$ cat config.mk
export PLATFORM = sky130hd
export DESIGN_NAME = card_addr_decoder
export DESIGN_NICKNAME = d
export VERILOG_FILES = /design/src/rtl/card_dec_pkg.sv /design/src/rtl/card_dec_ctrl.sv /design/src/rtl/card_dec_datapath.sv /design/src/rtl/card_dec_outreg.sv /design/src/rtl/card_addr_decoder.sv
export SDC_FILE = /design/constraint.sdc
export NUM_CORES = 1
export LEC_CHECK = 0
export BUFFER_PORTS_ARGS = -buffer_cell sky130_fd_sc_hd__buf_2
export CORE_AREA = 2 2 58 60
export DETAILED_ROUTE_END_ITERATION = 8
export DIE_AREA = 0 0 60 62
export PLACE_DENSITY_LB_ADDON = 0.05
export SLEW_MARGIN = 20
export SYNTH_ARGS = -nofsm -noshare
export SYNTH_HDL_FRONTEND = slang
export SYNTH_HIERARCHICAL = 1
export SYNTH_SLANG_ARGS = --single-unit
$ cat constraint.sdc
create_clock -name clk -period 0.8 [get_ports clk]
set_input_delay 0.16 -clock clk [delete_from_list [all_inputs] [get_ports clk]]
set_output_delay 0.16 -clock clk [all_outputs]
set_load 0.01 [all_outputs]
$ cat src/rtl/card_dec_pkg.sv
package card_dec_pkg;

  localparam int OFF_W = 13;

  typedef struct packed {
    logic romHit;
    logic ramHit;
    logic fdcHit;
    logic rtcHit;
  } dec_strobe_t;

endpackage

$ cat src/rtl/card_dec_ctrl.sv
module card_dec_ctrl
  import card_dec_pkg::*;
#(
  parameter int          ADDR_W    = 21,
  parameter logic [20:0] STD_MASK  = 21'h07E000,
  parameter logic [20:0] STD_VALUE = 21'h074000,
  parameter logic [20:0] ALT_MASK  = 21'h1FE000,
  parameter logic [20:0] ALT_VALUE = 21'h174000
) (
  input  logic              clk,
  input  logic              rst_n,
  input  logic [ADDR_W-1:0] hostAddr,
  input  logic              hostRead,
  input  logic              cardEnable,
  input  logic              altWindow,
  input  logic              clockOverlay,
  output dec_strobe_t       strobe
);

  localparam logic [OFF_W-1:0] RTC_MASK  = 13'h1FE1;
  localparam logic [OFF_W-1:0] RTC_MATCH = 13'h1FE0;
  localparam logic [9:0]       FDC_RD_HI = 10'h3FE;
  localparam logic [9:0]       FDC_WR_HI = 10'h3FF;

  logic [OFF_W-1:0] offset;
  logic stdHit, altHit, areaHit, active, lastK, evenAddr;
  logic fdcWin, rtcWin;

  assign offset   = hostAddr[OFF_W-1:0];
  assign stdHit   = (hostAddr & STD_MASK[ADDR_W-1:0]) == STD_VALUE[ADDR_W-1:0];
  assign altHit   = (hostAddr & ALT_MASK[ADDR_W-1:0]) == ALT_VALUE[ADDR_W-1:0];
  assign areaHit  = altWindow ? altHit : stdHit;
  assign active   = areaHit & cardEnable;
  assign lastK    = &offset[12:10];
  assign evenAddr = ~offset[0];

  always_comb begin
    fdcWin = hostRead ? (offset[12:3] == FDC_RD_HI) : (offset[12:3] == FDC_WR_HI);
    rtcWin = (offset & RTC_MASK) == RTC_MATCH;
  end

  always_comb begin
    strobe        = '0;
    strobe.romHit = active & ~lastK & hostRead;
    strobe.fdcHit = active & lastK & ~clockOverlay & evenAddr & fdcWin;
    strobe.rtcHit = active & lastK & clockOverlay & rtcWin;
    strobe.ramHit = active & lastK & ~strobe.fdcHit & ~strobe.rtcHit;
  end

  AST_ROM_NO_WRITE: assert property (@(posedge clk) disable iff (!rst_n)
    !hostRead |-> !strobe.romHit);
  AST_GATED: assert property (@(posedge clk) disable iff (!rst_n)
    !cardEnable |-> (strobe == '0));
  AST_OVERLAY_NO_FDC: assert property (@(posedge clk) disable iff (!rst_n)
    clockOverlay |-> !strobe.fdcHit);
  AST_FDC_EVEN: assert property (@(posedge clk) disable iff (!rst_n)
    strobe.fdcHit |-> !hostAddr[0]);

endmodule

$ cat src/rtl/card_dec_datapath.sv
module card_dec_datapath
  import card_dec_pkg::*;
#(
  parameter int ROM_PAGE_W = 2,
  parameter int RAM_PAGE_W = 1,
  localparam int ROM_A_W   = ROM_PAGE_W + OFF_W,
  localparam int RAM_A_W   = RAM_PAGE_W + 10
) (
  input  logic                  clk,
  input  logic                  rst_n,
  input  logic [OFF_W-1:0]      offset,
  input  logic [ROM_PAGE_W-1:0] romPage,
  input  logic [RAM_PAGE_W-1:0] ramPage,
  input  dec_strobe_t           strobe,
  output logic [ROM_A_W-1:0]    romAddr,
  output logic [RAM_A_W-1:0]    ramAddr,
  output logic [1:0]            fdcReg,
  output logic [3:0]            rtcReg
);

  always_comb begin
    romAddr = strobe.romHit ? {romPage, offset} : '0;
    ramAddr = strobe.ramHit ? {ramPage, offset[9:0]} : '0;
    fdcReg  = strobe.fdcHit ? offset[2:1] : '0;
    rtcReg  = strobe.rtcHit ? offset[4:1] : '0;
  end

  AST_IDLE_ADDR_ZERO: assert property (@(posedge clk) disable iff (!rst_n)
    !strobe.romHit |-> (romAddr == '0));

endmodule

$ cat src/rtl/card_dec_outreg.sv
module card_dec_outreg
  import card_dec_pkg::*;
#(
  parameter bit OUT_REG = 1,
  parameter int WIDTH   = 32
) (
  input  logic             clk,
  input  logic             rst_n,
  input  dec_strobe_t      strobeIn,
  input  logic [WIDTH-1:0] busIn,
  output dec_strobe_t      strobeOut,
  output logic [WIDTH-1:0] busOut
);

  generate
    if (OUT_REG) begin : gRegistered
      always_ff @(posedge clk or negedge rst_n) begin
        if (!rst_n) begin
          strobeOut <= '0;
          busOut    <= '0;
        end else begin
          strobeOut <= strobeIn;
          busOut    <= busIn;
        end
      end
    end else begin : gDirect
      assign strobeOut = strobeIn;
      assign busOut    = busIn;
    end
  endgenerate

  AST_ONE_SELECT: assert property (@(posedge clk) disable iff (!rst_n)
    $onehot0(strobeOut));

endmodule

$ cat src/rtl/card_addr_decoder.sv
module card_addr_decoder
  import card_dec_pkg::*;
#(
  parameter int ADDR_W     = 21,
  parameter int ROM_PAGE_W = 2,
  parameter int RAM_PAGE_W = 1,
  parameter bit OUT_REG    = 1,
  localparam int ROM_A_W   = ROM_PAGE_W + OFF_W,
  localparam int RAM_A_W   = RAM_PAGE_W + 10,
  localparam int BUS_W     = ROM_A_W + RAM_A_W + 6
) (
  input  logic                  clk,
  input  logic                  rst_n,
  input  logic [ADDR_W-1:0]     hostAddr,
  input  logic                  hostRead,
  input  logic                  cardEnable,
  input  logic                  altWindow,
  input  logic [ROM_PAGE_W-1:0] romPage,
  input  logic [RAM_PAGE_W-1:0] ramPage,
  input  logic                  clockOverlay,
  output logic                  romSel,
  output logic                  ramSel,
  output logic                  fdcSel,
  output logic                  rtcSel,
  output logic [ROM_A_W-1:0]    romAddr,
  output logic [RAM_A_W-1:0]    ramAddr,
  output logic [1:0]            fdcReg,
  output logic [3:0]            rtcReg
);

  dec_strobe_t          strobeComb, strobeQ;
  logic [ROM_A_W-1:0]   romAddrC;
  logic [RAM_A_W-1:0]   ramAddrC;
  logic [1:0]           fdcRegC;
  logic [3:0]           rtcRegC;
  logic [BUS_W-1:0]     busQ;

  card_dec_ctrl #(.ADDR_W(ADDR_W)) uCtrl (
    .clk(clk), .rst_n(rst_n), .hostAddr(hostAddr), .hostRead(hostRead),
    .cardEnable(cardEnable), .altWindow(altWindow),
    .clockOverlay(clockOverlay), .strobe(strobeComb)
  );

  card_dec_datapath #(.ROM_PAGE_W(ROM_PAGE_W), .RAM_PAGE_W(RAM_PAGE_W)) uPath (
    .clk(clk), .rst_n(rst_n), .offset(hostAddr[OFF_W-1:0]),
    .romPage(romPage), .ramPage(ramPage), .strobe(strobeComb),
    .romAddr(romAddrC), .ramAddr(ramAddrC), .fdcReg(fdcRegC), .rtcReg(rtcRegC)
  );

  card_dec_outreg #(.OUT_REG(OUT_REG), .WIDTH(BUS_W)) uOut (
    .clk(clk), .rst_n(rst_n), .strobeIn(strobeComb),
    .busIn({romAddrC, ramAddrC, fdcRegC, rtcRegC}),
    .strobeOut(strobeQ), .busOut(busQ)
  );

  assign romSel = strobeQ.romHit;
  assign ramSel = strobeQ.ramHit;
  assign fdcSel = strobeQ.fdcHit;
  assign rtcSel = strobeQ.rtcHit;
  assign {romAddr, ramAddr, fdcReg, rtcReg} = busQ;

endmodule

==> summary.txt, run 1 <==
Outcome -> finished with violations
Failing checks -> negative setup slack
Critical Path RT -> 640 ps
Crit end category -> output port
Synth Instances -> 88
TNS Setup -> -10950 ps
Row cnt -> 21
Syn Nets -> 118
Die height -> 62 um
PnR worst setup slack -> -201 ps
Mapped Area -> 1290 sq um
Area of placed instances -> 1780 sq um
Pin count of the biggest net entering global routing -> 37
Worst Path Buf+Inv -> 1
Startpoint Class -> register
DR iter-0 viols -> 8
Leakage power -> 1.14 nW
Htree depth -> 2
Tightest Pin Transition -> 285 ps
DRT Pass-1 Iters -> 2
Leading area contributor after synthesis -> dfrtp_1
CTS tree -> done
Synth top area share -> 70.0%
Worst-case vdd ir drop -> 0.000861 V
All-Layer GR Usage -> 16.1%
WL final -> 2.77 mm
CTS Buf Count -> 5
Yosys warns -> 6
CTS sink cnt -> 36
Synth area leaders -> dfrtp_1, and2_1, a2111oi_4
Sequential fraction of the synthesis area -> 70.0%
Library cells used by synthesis -> 20
Avg WL per Cell -> 12.3 um
Die area -> 3720 sq um
Initial Util -> 40.5%
CTS clk-pin slew, worst paths -> 100 ps
Hold WS -> 38.6 ps
Antenna Cells -> 0
Detail Placement HPWL -> 1.91 mm
Vias per cell -> 4.38
GRT Residual Overflow -> 0
RePlAce Congestion -> 0.709
Slew margin rel. -> 81.0%
Util after Layout -> 62.9%
Post-route antenna net violation count -> 0
Crit path largest cell delay -> 380 ps
Maxcap violations -> 0
Final Power -> 3.05 mW
PwrDens -> 1520 nW/um^2
Worst-case clock buffer depth -> 2
# setup viols final -> 70
Vias in the first global route -> 897
Initial antenna violation count -> 0
Syn_area_per_cell -> 14.6 sq um
Final Cycle Share -> 125%
Final Cell Area -> 2000 sq um
Max Clk Rate -> 0.999 GHz
Commonest non-fill, non-tap cell in the layout -> buf_2
Clk root buf -> clkbuf_4
Syn-to-layout area delta -> 55.5%
Unrepaired setup endpoints after global routing -> true
Slew Viols, Final -> 0
First-pass GRT wire length -> 4.19 mm
HP Class -> input port to register
Num ports -> 66
Via Count -> 986
Die width -> 60 um
PortBufs -> 65
Crit path kind -> register to output port
CORE AREA -> 3180 sq um
Fraction of layout cells with a size suffix above 1 -> 59.8%
DRC -> 0
Minimum clock period -> 1000 ps
Critical path arrival -> 840 ps
FF+latch count, synth -> 36
Crit path max-delay family -> flip-flops
Fin. Hold Viols -> 0
Critical-path cell list -> buf_2
Crit path max-delay cell type -> dfrtp_1
Commonest cells after routing, fill and taps aside -> buf_2, dfrtp_1, and2_1, buf_4, buf_6
Critical Path Fanout Max -> 1
Layout Nets -> 208
## registers in the layout, indices dropped and copies added, names as in the netlist
name            cells
uOut/strobeOut      4
uOut/busOut        32
## layout make-up
type / instances / area [sq um]
Clock buffer: 6 / 51.3
Clock inverter: 2 / 10.0
Fill cell: 258 / 1180
Inverter: 1 / 3.75
Multi-Input combinational cell: 50 / 435
Sequential cell: 36 / 901
Tap cell: 46 / 57.6
Timing Repair Buffer: 84 / 542
## cells in the mapped netlist
master,n
dfrtp_1,36
and2_1,33
nand3_1,2
a2111oi_4,1
a211oi_1,1
a21oi_1,1
and3_1,1
and4_1,1
and4b_1,1
buf_2,1
buf_6,1
inv_1,1
nand2_1,1
nand2b_4,1
nand4_1,1
nand4bb_4,1
nor2_1,1
nor3b_2,1
o21a_1,1
xor2_1,1
## routing by layer
layer	vias up	part of all wire, %	global-route usage, %
met1	470	43	20.4
met3	5	7.0	5.18
met4	0	0.97	6.67
met5	-	0	0
li1	465	-	-
met2	46	49	25.9
## final timing paths
check	startpoint	endpoint	slack, ps	cells after the start
max in group asynchronous	rst_n	uOut/busOut[14]	310	3
setup / recovery	uOut/busOut[4]	fdcReg[0]	-200	1
hold / removal	ramPage	uOut/busOut[16]	40	2
min in group asynchronous	rst_n	uOut/busOut[22]	310	3
## repair_timing
action	4_1_cts	5_1_grt
cloned	1	0
pin swaps	8	6
gates resized for setup	15	10
setup endpoints to repair	71	70
hold endpoints to repair	36	0
hold buffers	1	0
buffers inserted	3	1
## metrics by stage
step / worst slack (ps) / cells
finish: -201 / 225
global route: -248 / 225
global placement: -495 / 211
floorplan: -323 / 88
CTS: -228 / 224
detailed placement: -509 / 211
## where the power goes
part / switching, mW / total, mW / internal, mW
Clock: 0.558 / 0.976 / 0.418
Combinational: 0.122 / 0.252 / 0.130
Sequential: 0.000293 / 1.82 / 1.82
Total: 0.680 / 3.05 / 2.37
## logic make-up after synthesis
group,Yosys count,share of synthesized area [%]
AO/OA/AOI/OAI,4,3.70
XOR/XNOR,1,0.681
buffers and inverters,3,1.56
flip-flops,36,70.0
AND/OR/NAND/NOR,44,24.0
Power figures use the tool's default switching activity.
==> inputs of run 2 (changes only) <==
--- a/config.mk
+++ b/config.mk
@@ -9,9 +9,9 @@
 export CORE_AREA = 2 2 58 60
 export DETAILED_ROUTE_END_ITERATION = 8
 export DIE_AREA = 0 0 60 62
+export GPL_ROUTABILITY_DRIVEN = 1
 export PLACE_DENSITY_LB_ADDON = 0.05
 export SLEW_MARGIN = 20
 export SYNTH_ARGS = -nofsm -noshare
 export SYNTH_HDL_FRONTEND = slang
-export SYNTH_HIERARCHICAL = 1
 export SYNTH_SLANG_ARGS = --single-unit
==> run 2 against run 1 <==
Compared with the run above:
- the run still ends with negative setup slack left
- sequential share of layout area is 6.0 points lower
- global-route usage is 2.8 points higher
- clock-buffer cell count is 2 higher
- sequential power hardly changed
- routed wire length is 31% higher
- sequential cell count stayed put
- hold slack better by 24 ps
- maximum frequency is 0.76% lower
- combinational power is 49% higher
- area after synthesis is 1.9% higher
- critical endpoint is now rtcReg[0]
- largest power group unchanged
==> summary.txt, run 2 <==
Startpoint Class -> register
RePlAce Congestion -> 0.745 (+5.0%)
Minimum clock period -> 1010 ps (+7.68 ps)
Worst Path Buf+Inv -> 1 (unchanged)
DRT Pass-1 Iters -> 4 (+2)
HP Class -> input port to register
Post-synth top cells -> dfrtp_1, nor3_1, inv_1
DR iter-0 viols -> 33 (+25)
Crit path max-delay family -> flip-flops
Initial Util -> 41.2% (+0.79 points)
Synth top area share -> 68.7% (-1.3 points)
Unrepaired setup endpoints after global routing -> true
Library cells used by synthesis -> 22 (+10%)
Fin. Hold Viols -> 0 (unchanged)
Crit path max-delay cell type -> dfrtp_1
# setup viols final -> 68 (-2.9%)
Avg WL per Cell -> 14.8 um (+20%)
Detail Placement HPWL -> 2.31 mm (+20%)
Syn Nets -> 140 (+19%)
Post-route antenna net violation count -> 0 (unchanged)
Syn_area_per_cell -> 11.9 sq um (-18%)
Worst-case vdd ir drop -> 0.000777 V (-9.7%)
Crit end category -> output port
CTS sink cnt -> 36 (unchanged)
Pin count of the biggest net entering global routing -> 37 (unchanged)
Crit path kind -> register to output port
Sequential fraction of the synthesis area -> 68.7% (-1.3 points)
Asr flop ratio synth -> 100% (unchanged)
Critical path arrival -> 850 ps (about the same)
Ys flop type -> dfrtp_1
Commonest cells after routing, fill and taps aside -> buf_2, dfrtp_1, inv_1, buf_4, nor3_2
FF+latch count, synth -> 36 (unchanged)
Slew margin rel. -> 75.3% (-5.7 points)
Final Cell Area -> 2310 sq um (+15%)
CORE AREA -> 3180 sq um (unchanged)
Syn-to-layout area delta -> 76.0%
All-Layer GR Usage -> 18.9% (+2.8 points)
CTS tree -> done
Most numerous cell in the Yosys netlist -> dfrtp_1
Final Cycle Share -> 126% (+0.96 points)
GRT Residual Overflow -> 0 (unchanged)
Area of placed instances -> 1880 sq um (+5.3%)
Fraction of layout cells with a size suffix above 1 -> 67.3% (+7.6 points)
Outcome -> finished with violations
Die area -> 3720 sq um (unchanged)
Die width -> 60 um (unchanged)
Vias per cell -> 4.82 (+10%)
PnR worst setup slack -> -209 ps (-7.68 ps)
Mapped Area -> 1310 sq um (+1.9%)
Commonest non-fill, non-tap cell in the layout -> buf_2
Non-Filler Instances -> 245 (+8.9%)
Maxcap violations -> 0 (unchanged)
Critical Path Fanout Max -> 1 (unchanged)
Biggest register -> uOut.busOut
CTS clk-pin slew, worst paths -> 100 ps (about the same)
Final Power -> 3.18 mW (+4.3%)
Placed Cells -> 229 (+8.5%)
CTS Buf Count -> 5 (unchanged)
DRC -> 0 (unchanged)
WL final -> 3.62 mm (+31%)
Vias in the first global route -> 1072 (+20%)
Num ports -> 66 (unchanged)
PortBufs -> 65 (unchanged)
Row cnt -> 21 (unchanged)
Via Count -> 1182 (+20%)
Critical-path cell list -> buf_2
Yosys warns -> 0 (-6)
Layout Nets -> 228 (+9.6%)
Leading area contributor after synthesis -> dfrtp_1
Antenna Cells -> 0 (unchanged)
Synth area leaders -> dfrtp_1, nor3_1, a211oi_1
Clk root buf -> clkbuf_4
Slew Viols, Final -> 0 (unchanged)
PwrDens -> 1380 nW/um^2 (-9.6%)
Post-synth EDFFs -> 0 (unchanged)
First-pass GRT wire length -> 4.98 mm (+19%)
Tightest Pin Transition -> 370 ps (+85.2 ps)
Max Clk Rate -> 0.991 GHz (-0.76%)
Max FFs per register -> 32 (unchanged)
TNS Setup -> -8510 ps (+2440 ps)
Util after Layout -> 72.6% (+9.6 points)
Leakage power -> 1.25 nW (+9.5%)
Worst-case clock buffer depth -> 2 (unchanged)
Initial antenna violation count -> 0 (unchanged)
Synth Instances -> 110 (+25%)
Failing checks -> negative setup slack
FILL cells -> 235 (-8.9%)
Htree depth -> 2 (unchanged)
Die height -> 62 um (unchanged)
Crit path largest cell delay -> 380 ps (about the same)
Critical Path RT -> 640 ps (about the same)
Top flop regs -> uOut.busOut x32, uOut.strobeOut x4
[run 2: cell types whose count changed after synthesis, sizes merged, moves of 2 or more]
cell    delta
and2      -33
a211oi     +9
nor2       +2
inv       +16
nor4       +2
clkbuf     +4
nor3      +20
[run 2: metal layers]
| metal | vias to the layer above | track usage [%] | routed length, um |
|---|---|---|---|
| li1 | 553 | - | - |
| met2 | 46 | 31.2 | 1920 |
| met5 | - | 0 | 0 |
| met1 | 577 | 22.5 | 1420 |
| met4 | 0 | 8.57 | 56 |
| met3 | 6 | 6.63 | 221 |
[run 2: cell families after synthesis]
group                  Yosys count  synth area share, %
XOR/XNOR                         1                0.668
flip-flops                      36                 68.7
buffers and inverters           24                 7.16
AND/OR/NAND/NOR                 35                 15.2
AO/OA/AOI/OAI                   14                 8.30
[run 2: cell type report]
| cell class | count | area, sq um | share of cell area [%] |
|---|---|---|---|
| timing repair buffer | 88 | 612 | 26.5 |
| sequential | 36 | 901 | 39.0 |
| inverter | 17 | 63.8 | 2.77 |
| multi-input combinational | 50 | 614 | 26.6 |
| tap | 46 | 57.6 | 2.49 |
| clock buffer | 8 | 58.8 | 2.55 |
[run 2: path summary, 6_finish.rpt]
check	from	end	slack, ps	depth (start not counted)
max	uOut.busOut[0]	rtcReg[0]	-210	1
min in group asynchronous	rst_n	uOut.busOut[7]	310	3
min	ramPage	uOut.busOut[16]	60	3
max in group asynchronous	rst_n	uOut.busOut[27]	310	3
[run 2: timing repair]
action / 4_1_cts / 5_1_grt
gates resized for setup: 19 / 36
gates cloned: 1 / 3
setup buffers: 1 / 2
pin swaps: 4 / 19
hold buffers: 1 / 0
endpoints found under the setup margin: 39 / 70
endpoints found under the hold margin: 36 / 0
[run 2: power by group]
part / internal [mW] / leakage, nW / switching [mW]
Combinational: 0.151 / 0.711 / 0.224
Clock: 0.434 / 0.0326 / 0.550
Sequential: 1.82 / 0.503 / 0.000317
[run 2: metrics by stage]
step           hold slack, ps  setup slack, ps
2_1_floorplan            -136             -135
3_3_place_gp              131             -311
3_5_place_dp              135             -407
4_1_cts                  28.3             -227
5_1_grt                  35.6             -265
6_report                 62.2             -209
==> inputs of run 3 (changes only) <==
--- a/config.mk
+++ b/config.mk
@@ -5,12 +5,14 @@
 export SDC_FILE = /design/constraint.sdc
 export NUM_CORES = 1
 export LEC_CHECK = 0
+export ABC_AREA = 1
 export BUFFER_PORTS_ARGS = -buffer_cell sky130_fd_sc_hd__buf_2
-export CORE_AREA = 2 2 58 60
+export CORE_AREA = 2 2 59 61
 export DETAILED_ROUTE_END_ITERATION = 8
-export DIE_AREA = 0 0 60 62
+export DIE_AREA = 0 0 61 63
 export GPL_ROUTABILITY_DRIVEN = 1
 export PLACE_DENSITY_LB_ADDON = 0.05
+export SKIP_CTS_REPAIR_TIMING = 1
 export SLEW_MARGIN = 20
 export SYNTH_ARGS = -nofsm -noshare
 export SYNTH_HDL_FRONTEND = slang
==> run 3 against run 2 <==
Compared with the run above:
- largest power group unchanged
- critical path type unchanged
- sequential share of layout area grew 1.0 points
- synthesized cell count rose by 6.4%
- the flow still finishes with violations (negative setup slack)
- first-iteration DRC count increased by 70%
==> summary.txt, run 3 <==
Worst Path Buf+Inv -> 1 (unchanged)
Biggest register -> uOut.busOut
Failing checks -> negative setup slack
Synth area leaders -> dfrtp_1, nor3_2, nor3_1
Top flop regs -> uOut.busOut x32, uOut.strobeOut x4
Die area -> 3840 sq um (+3.3%)
PortBufs -> 65 (unchanged)
Initial Util -> 42.7% (+1.4 points)
DRC -> 0 (unchanged)
Final Cycle Share -> 128% (+2.3 points)
Row cnt -> 21 (unchanged)
Commonest non-fill, non-tap cell in the layout -> buf_2
FF+latch count, synth -> 36 (unchanged)
Via Count -> 1142 (-3.4%)
Crit path max-delay family -> flip-flops
First-pass GRT wire length -> 5.13 mm (+2.9%)
Commonest cells after routing, fill and taps aside -> buf_2, dfrtp_1, nor3_2, buf_4, inv_1
Post-synth top cells -> dfrtp_1, nor3_1, inv_1
Vias in the first global route -> 1135 (+5.9%)
Non-Filler Instances -> 256 (+4.5%)
Critical-path cell list -> buf_2
Max Clk Rate -> 0.974 GHz (-1.8%)
Fraction of layout cells with a size suffix above 1 -> 66.7% (-0.67 points)
Htree depth -> 2 (unchanged)
CTS sink cnt -> 36 (unchanged)
Unrepaired setup endpoints after global routing -> true
PnR worst setup slack -> -227 ps (-18.4 ps)
Tightest Pin Transition -> 238 ps (-132 ps)
CTS clk-pin slew, worst paths -> 100 ps (about the same)
Ys flop type -> dfrtp_1
Critical Path RT -> 640 ps (about the same)
HP Class -> input port to register
Post-route antenna net violation count -> 0 (unchanged)
Max FFs per register -> 32 (unchanged)
Num ports -> 66 (unchanged)
RePlAce Congestion -> 0.761 (+2.1%)
Clk root buf -> clkbuf_4
Syn-to-layout area delta -> 63.1%
Crit end category -> output port
Die width -> 61 um (+1.7%)
Syn Nets -> 147 (+5.0%)
Post-synth EDFFs -> 0 (unchanged)
# setup viols final -> 37 (-46%)
PwrDens -> 1390 nW/um^2 (+1.2%)
Minimum clock period -> 1030 ps (+18.4 ps)
Leakage power -> 1.24 nW (-0.72%)
Initial antenna violation count -> 0 (unchanged)
Die height -> 63 um (+1.6%)
Startpoint Class -> register
DR iter-0 viols -> 56 (+70%)
Antenna Cells -> 0 (unchanged)
Critical path arrival -> 870 ps (+20 ps)
Sequential fraction of the synthesis area -> 65.3% (-3.4 points)
Leading area contributor after synthesis -> dfrtp_1
Outcome -> finished with violations
Yosys warns -> 0 (unchanged)
Placed Cells -> 244 (+6.6%)
Final Cell Area -> 2250 sq um (-2.5%)
Slew margin rel. -> 84.1% (+8.8 points)
Mapped Area -> 1380 sq um (+5.2%)
CORE AREA -> 3230 sq um (+1.7%)
Crit path max-delay cell type -> dfrtp_1
WL final -> 3.14 mm (-13%)
Asr flop ratio synth -> 100% (unchanged)
All-Layer GR Usage -> 18.2% (-0.77 points)
Worst-case clock buffer depth -> 2 (unchanged)
Avg WL per Cell -> 12.3 um (-17%)
Vias per cell -> 4.46 (-7.5%)
CTS tree -> done
DRT Pass-1 Iters -> 3 (-1)
Maxcap violations -> 0 (unchanged)
Library cells used by synthesis -> 16 (-27%)
Fin. Hold Viols -> 0 (unchanged)
Slew Viols, Final -> 0 (unchanged)
Worst-case vdd ir drop -> 0.000904 V (+16%)
Pin count of the biggest net entering global routing -> 37 (unchanged)
Detail Placement HPWL -> 2.24 mm (-2.8%)
Crit path kind -> register to output port
Setup WS pre-CTS -> -308 ps (+98.7 ps)
Critical Path Fanout Max -> 1 (unchanged)
Syn_area_per_cell -> 11.8 sq um (-1.1%)
CTS Buf Count -> 5 (unchanged)
Most numerous cell in the Yosys netlist -> dfrtp_1
Synth top area share -> 65.3% (-3.4 points)
Area of placed instances -> 2010 sq um (+7.4%)
Layout Nets -> 239 (+4.8%)
GRT Residual Overflow -> 0 (unchanged)
Crit path largest cell delay -> 390 ps (about the same)
Synth Instances -> 117 (+6.4%)
[run 3: tightest hold or removal path: cells and delay by family]
family,cells,cell delay (ps)
buffers and inverters,2,140
AND/OR/NAND/NOR,1,40
[run 3: power breakdown]
| part | switching (mW) | total, mW | internal, mW |
|---|---|---|---|
| clock network | 0.575 | 0.992 | 0.418 |
| logic | 0.182 | 0.322 | 0.140 |
| registers | 0.000327 | 1.82 | 1.82 |
| total | 0.757 | 3.13 | 2.38 |
[run 3: per-stage QoR]
step	setup TNS [ps]	hold slack, ps	util [%]	total power [mW]
final	-7260	35.8	69.6	3.13
after global routing	-9180	9.20	69.6	3.32
after CTS	-7750	-239	64.2	3.16
after detailed placement	-9420	136	62.3	2.16
after global placement	-7370	133	62.3	2.16
after floorplan	-1000	-136	-	1.97
[run 3: logic make-up (layout without fill, tap and decap cells)]
logic type             count (synthesis)  in the layout  synth area share, %
AND/OR/NAND/NOR                       58             58                 26.9
AO/OA/AOI/OAI                          1              1                0.635
buffers and inverters                 22            115                 7.17
flip-flops                            36             36                 65.3
[run 3: worst paths after layout]
kind,start,to,slack (ps),cells after the start
max in group asynchronous,rst_n,uOut.busOut[14],320,3
min in group asynchronous,rst_n,uOut.busOut[23],300,3
worst max-delay path,uOut.busOut[17],romAddr[0],-230,1
worst min-delay path,ramPage,uOut.busOut[16],40,3
[run 3: metal layers]
metal / vias up / global-route usage [%] / part of all wire, %
met5: - / 0 / 0
met4: 0 / 5.71 / 1.2
met3: 5 / 7.04 / 7.3
met2: 50 / 28.4 / 51
met1: 529 / 22.9 / 40
li1: 558 / - / -
[run 3: area by class of cell]
cell class	count	area, sq um
Tap cell	46	57.6
Inverter	17	71.3
Clock buffer	6	51.3
Sequential cell	36	901
Clock inverter	2	10.0
Timing Repair Buffer	90	629
Multi-Input combinational cell	59	528
Fill cell	246	983
